**src/rtl/spi_eng_pkg.sv**
```systemverilog
package spi_eng_pkg;
  // Strobes passed from the sequencing control to the shift datapath.
  typedef struct packed {
    logic load;    // take a new word from the transmit queue
    logic launch;  // advance the transmit shift register
    logic sample;  // capture one input bit
    logic finish;  // the word is complete
  } engStrobes_t;

  typedef enum logic [1:0] {ST_IDLE, ST_RUN, ST_FIN} engState_t;
endpackage

```
**src/rtl/spi_word_fifo.sv**
```systemverilog
module spi_word_fifo #(
  parameter int WIDTH = 32,
  parameter int DEPTH = 4
) (
  input  logic             clk,
  input  logic             rstN,
  input  logic             push,
  input  logic [WIDTH-1:0] wrData,
  input  logic             pop,
  output logic [WIDTH-1:0] rdData,
  output logic             empty,
  output logic             full,
  output logic             lastOne
);
  localparam int AW = (DEPTH > 1) ? $clog2(DEPTH) : 1;
  localparam int CW = $clog2(DEPTH + 1);

  logic [WIDTH-1:0] mem [DEPTH];
  logic [AW-1:0] wrPtr, rdPtr;
  logic [CW-1:0] count;
  logic doPush, doPop;

  function automatic logic [AW-1:0] nextPtr(input logic [AW-1:0] p);
    return (p == AW'(DEPTH - 1)) ? '0 : p + 1'b1;
  endfunction

  assign empty   = (count == '0);
  assign full    = (count == CW'(DEPTH));
  assign lastOne = (count == CW'(1));
  assign doPush  = push && !full;
  assign doPop   = pop && !empty;
  assign rdData  = mem[rdPtr];

  always_ff @(posedge clk) begin
    if (doPush) mem[wrPtr] <= wrData;
  end

  always_ff @(posedge clk or negedge rstN) begin
    if (!rstN) begin
      wrPtr <= '0;
      rdPtr <= '0;
      count <= '0;
    end else begin
      if (doPush) wrPtr <= nextPtr(wrPtr);
      if (doPop)  rdPtr <= nextPtr(rdPtr);
      count <= count + CW'(doPush) - CW'(doPop);
    end
  end

  // occupancy never exceeds the depth
  p_count_bound_r11: assert property (@(posedge clk) disable iff (!rstN)
    count <= CW'(DEPTH));
  // a push into a full queue that is not drained leaves it full
  p_full_drop_r11: assert property (@(posedge clk) disable iff (!rstN)
    (push && full && !pop) |=> full);
endmodule

```
**src/rtl/spi_shift_ctrl.sv**
```systemverilog
module spi_shift_ctrl
  import spi_eng_pkg::*;
#(
  parameter int WBITS = 5,
  parameter int DIV_W = 8
) (
  input  logic             clk,
  input  logic             rstN,
  input  logic             enable,
  input  logic             txAvail,
  input  logic [WBITS-1:0] widthM1,
  input  logic [DIV_W-1:0] baud,
  input  logic             polarity,
  input  logic             idleHigh,
  input  logic             phaseN,
  output engStrobes_t      strobes,
  output logic             sclk,
  output logic             busy
);
  engState_t state;
  logic [DIV_W-1:0] divCnt;
  logic [WBITS:0]   halfCnt;
  logic [WBITS:0]   lastHalf;
  logic tick, leading;

  assign lastHalf = {widthM1, 1'b1};
  assign tick     = (state == ST_RUN) && enable && (divCnt == baud);
  assign leading  = !halfCnt[0];

  always_comb begin
    strobes.load   = (state != ST_RUN) && enable && txAvail;
    strobes.sample = tick && (phaseN ? leading : !leading);
    strobes.launch = tick && (phaseN ? (!leading && halfCnt != lastHalf)
                                     : (leading && halfCnt != '0));
    strobes.finish = (state == ST_FIN);
  end

  assign busy = (state != ST_IDLE);

  always_ff @(posedge clk or negedge rstN) begin
    if (!rstN) begin
      state   <= ST_IDLE;
      divCnt  <= '0;
      halfCnt <= '0;
      sclk    <= 1'b0;
    end else begin
      case (state)
        ST_RUN: begin
          if (!enable) begin
            state <= ST_IDLE;
            sclk  <= idleHigh;
          end else if (divCnt == baud) begin
            divCnt <= '0;
            sclk   <= !sclk;
            if (halfCnt == lastHalf) state <= ST_FIN;
            else halfCnt <= halfCnt + 1'b1;
          end else begin
            divCnt <= divCnt + 1'b1;
          end
        end
        default: begin
          if (enable && txAvail) begin
            state   <= ST_RUN;
            divCnt  <= '0;
            halfCnt <= '0;
            sclk    <= polarity;
          end else begin
            state <= ST_IDLE;
            sclk  <= idleHigh;
          end
        end
      endcase
    end
  end

  // divider count stays inside the latched half period
  p_div_bound_r1: assert property (@(posedge clk) disable iff (!rstN)
    (state == ST_RUN) |-> (divCnt <= baud));
  // never more than 2*W half periods in a word
  p_half_bound_r2: assert property (@(posedge clk) disable iff (!rstN)
    (state == ST_RUN) |-> (halfCnt <= lastHalf));
  // launch and sample never share a tick
  p_edge_excl_r3: assert property (@(posedge clk) disable iff (!rstN)
    !(strobes.launch && strobes.sample));
  // a settled idle engine rests at the idle level
  p_idle_level_r4: assert property (@(posedge clk) disable iff (!rstN)
    (state == ST_IDLE && $past(state == ST_IDLE) && $stable(idleHigh)) |-> (sclk == idleHigh));
endmodule

```
**src/rtl/spi_shift_datapath.sv**
```systemverilog
module spi_shift_datapath
  import spi_eng_pkg::*;
#(
  parameter int MAX_W = 32,
  parameter int WBITS = 5
) (
  input  logic             clk,
  input  logic             rstN,
  input  engStrobes_t      strobes,
  input  logic [WBITS-1:0] widthM1,
  input  logic             msbFirst,
  input  logic             loopback,
  input  logic             txOff,
  input  logic [MAX_W-1:0] txWord,
  input  logic             miso,
  output logic             mosi,
  output logic [MAX_W-1:0] rxWord
);
  logic [MAX_W-1:0] txShift, rxShift, wordMask;
  logic [WBITS-1:0] sampCnt;
  logic inBit;

  assign wordMask = ~({MAX_W{1'b1}} << ({1'b0, widthM1} + 1'b1));
  assign mosi     = txOff ? 1'b0 : (msbFirst ? txShift[widthM1] : txShift[0]);
  assign inBit    = loopback ? mosi : miso;
  assign rxWord   = rxShift;

  always_ff @(posedge clk or negedge rstN) begin
    if (!rstN) begin
      txShift <= '0;
      rxShift <= '0;
      sampCnt <= '0;
    end else if (strobes.load) begin
      txShift <= txWord & wordMask;
      rxShift <= '0;
      sampCnt <= '0;
    end else begin
      if (strobes.launch) begin
        if (msbFirst) txShift <= txShift << 1;
        else          txShift <= txShift >> 1;
      end
      if (strobes.sample) begin
        if (msbFirst) rxShift <= {rxShift[MAX_W-2:0], inBit};
        else          rxShift[sampCnt] <= inBit;
        sampCnt <= sampCnt + 1'b1;
      end
    end
  end

  // a completed word has nothing above its width
  p_rx_aligned_r7: assert property (@(posedge clk) disable iff (!rstN)
    strobes.finish |-> ((rxWord & ~wordMask) == '0));
endmodule

```
**src/rtl/spi_shift_master.sv**
```systemverilog
module spi_shift_master
  import spi_eng_pkg::*;
#(
  parameter int MAX_W    = 32,
  parameter int DIV_W    = 8,
  parameter int TX_DEPTH = 4,
  parameter int RX_DEPTH = 4,
  localparam int WBITS   = $clog2(MAX_W)
) (
  input  logic             clk,
  input  logic             rstN,
  input  logic             cfgEnable,
  input  logic [WBITS-1:0] cfgWidthM1,
  input  logic [DIV_W-1:0] cfgBaud,
  input  logic             cfgPolarity,
  input  logic             cfgIdleHigh,
  input  logic             cfgPhaseN,
  input  logic             cfgMsbFirst,
  input  logic             cfgLoopback,
  input  logic             cfgTxOff,
  input  logic             cfgRxOff,
  input  logic             txWrite,
  input  logic [MAX_W-1:0] txData,
  input  logic             rxRead,
  output logic [MAX_W-1:0] rxData,
  output logic             rxValid,
  output logic             sclk,
  output logic             mosi,
  input  logic             miso,
  output logic             busy,
  output logic             txEmptyIrq,
  output logic             txOverflow,
  output logic             rxOverflow,
  output logic             rxUnderflow
);
  logic [WBITS-1:0] widthQ;
  logic [DIV_W-1:0] baudQ;
  logic polQ, idleQ, phaseQ, msbQ, loopQ;
  engStrobes_t strobes;
  logic [MAX_W-1:0] txHead, rxWord;
  logic txEmpty, txFull, txLast, rxEmpty, rxFull, rxLastUnused, rxPush;

  // Settings are copied only in config mode
  always_ff @(posedge clk or negedge rstN) begin
    if (!rstN) begin
      widthQ <= '0; baudQ <= '0;
      polQ <= 1'b0; idleQ <= 1'b0; phaseQ <= 1'b0; msbQ <= 1'b0; loopQ <= 1'b0;
    end else if (!cfgEnable) begin
      widthQ <= cfgWidthM1; baudQ <= cfgBaud;
      polQ <= cfgPolarity; idleQ <= cfgIdleHigh; phaseQ <= cfgPhaseN;
      msbQ <= cfgMsbFirst; loopQ <= cfgLoopback;
    end
  end

  spi_word_fifo #(.WIDTH(MAX_W), .DEPTH(TX_DEPTH)) i_txFifo (
    .clk, .rstN, .push(txWrite), .wrData(txData), .pop(strobes.load),
    .rdData(txHead), .empty(txEmpty), .full(txFull), .lastOne(txLast));

  assign rxPush = strobes.finish && !cfgRxOff;

  spi_word_fifo #(.WIDTH(MAX_W), .DEPTH(RX_DEPTH)) i_rxFifo (
    .clk, .rstN, .push(rxPush), .wrData(rxWord), .pop(rxRead),
    .rdData(rxData), .empty(rxEmpty), .full(rxFull), .lastOne(rxLastUnused));

  assign rxValid = !rxEmpty;

  spi_shift_ctrl #(.WBITS(WBITS), .DIV_W(DIV_W)) i_ctrl (
    .clk, .rstN, .enable(cfgEnable), .txAvail(!txEmpty), .widthM1(widthQ),
    .baud(baudQ), .polarity(polQ), .idleHigh(idleQ), .phaseN(phaseQ),
    .strobes, .sclk, .busy);

  spi_shift_datapath #(.MAX_W(MAX_W), .WBITS(WBITS)) i_dp (
    .clk, .rstN, .strobes, .widthM1(widthQ), .msbFirst(msbQ), .loopback(loopQ),
    .txOff(cfgTxOff), .txWord(txHead), .miso, .mosi, .rxWord);

  always_ff @(posedge clk or negedge rstN) begin
    if (!rstN) begin
      txEmptyIrq <= 1'b0; txOverflow <= 1'b0; rxOverflow <= 1'b0; rxUnderflow <= 1'b0;
    end else begin
      txEmptyIrq  <= strobes.load && txLast && !(txWrite && !txFull);
      txOverflow  <= txWrite && txFull;
      rxOverflow  <= rxPush && rxFull;
      rxUnderflow <= rxRead && rxEmpty;
    end
  end

  // latched settings do not move after an active cycle
  p_cfg_frozen_r9: assert property (@(posedge clk) disable iff (!rstN)
    $past(cfgEnable) |-> ($stable(widthQ) && $stable(baudQ) && $stable(phaseQ)));
  // the drain interrupt arrives while the last word is still shifting
  p_irq_busy_r10: assert property (@(posedge clk) disable iff (!rstN)
    txEmptyIrq |-> busy);
endmodule

```
**config.mk**
```make
export PLATFORM = sky130hd
export DESIGN_NAME = spi_shift_master
export DESIGN_NICKNAME = d
export VERILOG_FILES = /design/src/rtl/spi_eng_pkg.sv /design/src/rtl/spi_word_fifo.sv /design/src/rtl/spi_shift_ctrl.sv /design/src/rtl/spi_shift_datapath.sv /design/src/rtl/spi_shift_master.sv
export SDC_FILE = /design/constraint.sdc
export NUM_CORES = 1
export LEC_CHECK = 0
export BUFFER_PORTS_ARGS = -buffer_cell sky130_fd_sc_hd__buf_2
export CAP_MARGIN = 30
export CORE_AREA = 4 4 180 182
export CTS_CLUSTER_DIAMETER = 120
export DETAILED_ROUTE_END_ITERATION = 12
export DIE_AREA = 0 0 184 186
export GPL_TIMING_DRIVEN = 0
export PLACE_DENSITY = 0.75
export SLEW_MARGIN = 20
export SYNTH_ARGS = -nofsm -noshare
export SYNTH_HDL_FRONTEND = slang
export SYNTH_SLANG_ARGS = --single-unit
```
**constraint.sdc**
```tcl
create_clock -name clk -period 2.5 [get_ports clk]
set_input_delay 0.625 -clock clk [delete_from_list [all_inputs] [get_ports clk]]
set_output_delay 0.625 -clock clk [all_outputs]
set_load 0.05 [all_outputs]
```
==> reports/metrics.yaml <==
status: "finished with violations"
violations: "setup timing"
drive_above_1_share_pct: 28.4
power.leakage_nw: 7.58
path_class: "reg2out"
yosysMostFrequentCell: "edfxtp_1"
yosysTopAreaCell: "edfxtp_1"
antenna_found_initial: 1
dp.cells: 1584
max_stage_delay_ns: 0.55
cts_root_buf: "clkbuf_16"
insertion_delay_ns: 0.55
ios: 98
p_comb_share_pct: 30.9
async_reset_ff_share_pct: 32.3
die_y_um: 186
period_needed_ns: 2.99
synth_ff_type: "edfxtp_1"
area_delta_synth_final_pct: 19.9
finalHoldViolations: 0
gp_congestion: 0.887
swShare_pct: 31.7
synthXorXnorAreaFrac_pct: 1.15
synth_edf_count: 256
synth_top_area_share_pct: 46.1
grt_overflow: 0
max_cap_violations: 0
grt_pass1_wl_um: 58000
ys_top_cells_by_area: "edfxtp_1, dfrtp_1, mux4_2"
synth_simple_gate_area_share_pct: 4.86
seqPwrFrac_pct: 39.3
rows: 64
clock-sinks: 378
die_w_um: 184
cp_top_family: "multiplexers"
cpMostUsedCell: "buf_6"
synth.ff_latch_count: 378
vias: 10100
rsz0062_at_grt: "true"
cts_buffers: 40
drt_wl_total_um: 36900
htreeDepth: 2
postSynthCellCount: 1082
synth_common_cells: "edfxtp_1, dfrtp_1, mux4_2"
core_sq_mm: 0.0306
cts_buffer_depth: 3
skew_ns: 0.0246
finalSetupViolations: 33
syn-cell-area_sq_mm: 0.0167
hp-class: "in2reg"
crit_arrival_ns: 2.36
yosys_warnings: 0
synth_compound_area_share_pct: 9.88
startpoint_type: "flop"
cts_tree: "yes"
drtIter0Drc: 880
layout.nets: 1335
yosys-mux-area-fraction_pct: 14.8
path_buf_inv: 2
pre_cts_ws_ns: -0.499
synth.avg_cell_area_sq_um: 15.4
dp.final_hpwl_um: 24300
slew_violations: 0
p_sw_mw: 6.54
yosysSeqAreaShare_pct: 64.4
route.detailed.drc: 0
start_util_pct: 54.5
grt_pass1_vias: 10200
worstSetupEndpointType: "output pin"
max_freq_mhz: 334
cp_data_required_time_ns: 1.88
viasPerCell: 6.04
slew_headroom_pct: 38.9
diodes: 0
grtUsageTotal_pct: 21.5
power_frac_clock_pct: 29.7
wl_per_cell_um: 22.0
crit_slowest_cell: "mux4_2"
clk_pin_slew_ns: 0.06
die-area_sq_mm: 0.0342
syn-num-nets: 1167
path_cells: "buf_6, mux4_2, a2bb2oi_2, a211oi_4, nor4_4, buf_6"
fin_cells: 1678
period_share_pct: 120
dr.pass1.iters: 5
setup_slack_ns: -0.490
critical_path.max_fanout: 8
ys_types: 65
port_buffers: 97
worstMarginPinSlew_ns: 0.914
p_per_area_mw_per_mm2: 1030
synthAdderAreaFrac_pct: 2.11
power.internal_mw: 14.1
grt_max_degree: 75
ir_worst_vdd_uv: 680
ant_nets: 0
synth_top_family_by_area: "multiplexers"
-- registers in the layout, summed over array words and instances (netlist names), 2 cells and up --
signal	cells
i_rxFifo.wrPtr	2
i_rxFifo.count	3
i_txFifo.wrPtr	2
i_txFifo.rdPtr	2
i_txFifo.mem	128
i_dp.sampCnt	5
i_ctrl.divCnt	8
i_dp.txShift	32
i_dp.rxWord	32
widthQ	5
i_ctrl.state	2
i_ctrl.halfCnt	6
i_txFifo.count	3
i_rxFifo.rdPtr	2
baudQ	8
i_rxFifo.mem	128
-- per-stage QoR --
stage / TNS (ns) / utilization [%] / hold WS [ns] / cell area (sq um) / total power, mW
6_report: -3.41 / 65.4 / 0.273 / 20000 / 20.6
5_1_grt: -4.90 / 65.4 / 0.279 / 20000 / 21.5
4_1_cts: -2.80 / 64.6 / 0.261 / 19800 / 20.5
3_5_place_dp: -6.06 / 58.8 / 0.519 / 18000 / 13.7
3_3_place_gp: -256.83 / 57.9 / 0.515 / 17700 / 13.5
2_1_floorplan: 0 / - / 0.329 / 16700 / 12.2
-- placed cells by master (no fill, tap or decap), types with 35 or more instances in the layout --
cell and n:
mux2i_1 36, dfrtp_1 119, o21ai_0 61, edfxtp_1 256, mux4_2 68, a21oi_1 50, o211ai_1 43, buf_2 73
clkbuf_1 39, clkbuf_16 41, nand2_1 35
-- power by group through the flow --
stage / clock network [mW] / logic (mW) / registers (mW)
finish: 6.13 / 6.38 / 8.11
CTS: 6.21 / 6.21 / 8.10
detailed placement: 0 / 5.57 / 8.18
global placement: 0 / 5.34 / 8.16
floorplan: 0 / 4.16 / 8.06
global route: 6.50 / 6.85 / 8.20
-- logic make-up (layout without fill, tap and decap cells) --
logic type,Yosys count,count (layout)
mux,150,150
compound gates,253,253
simple gates,142,142
xor+xnor,22,22
buf+inv,110,310
fa+ha+maj,27,27
flops,378,378
-- final cells by class --
| class | count | area, sq um |
|---|---|---|
| Fill cell | 2109 | 10600 |
| Inverter | 33 | 126 |
| Multi-Input combinational cell | 594 | 5610 |
| Clock buffer | 50 | 1080 |
| Buffer | 72 | 418 |
| Sequential cell | 378 | 10700 |
| Clock inverter | 24 | 288 |
| Timing Repair Buffer | 131 | 1250 |
| Tap cell | 396 | 495 |
-- final timing paths --
check | start | slack (ns) | endpoint | depth (start not counted)
max reg2reg | widthQ[0]$_DFFE_PN0N_ | 0.07 | i_dp.txShift[0]$_DFFE_PN0P_ | 8
max in group asynchronous | rstN | 1.20 | i_rxFifo.rdPtr[0]$_DFFE_PN0P_ | 3
min | txWrite | 0.27 | txEmptyIrq$_DFF_PN0_ | 2
max | widthQ[0]$_DFFE_PN0N_ | -0.49 | mosi | 6
min reg2reg | baudQ[2]$_DFFE_PN0N_ | 0.53 | baudQ[2]$_DFFE_PN0N_ | 1
min in group asynchronous | rstN | 0.60 | baudQ[7]$_DFFE_PN0N_ | 2
-- what timing repair did --
action,in CTS,in global routing
setup buffers,8,17
endpoints found under the setup margin,38,70
pin swaps,5,8
hold endpoints to repair,4,0
hold buffers,1,0
cloned,2,1
resized for setup,105,40
-- layer usage --
metal  vias up  global-route usage [%]  part of all wire, %  wire length, um
met2       369                    35.9                   51            18800
met4         2                    6.54                  2.4              889
met1      5111                    29.7                   41            15100
met5         -                       0                0.019                7
met3        69                    3.15                  5.6             2080
li1       4589                       -                    -                -
(Power assumes the default switching activity.)
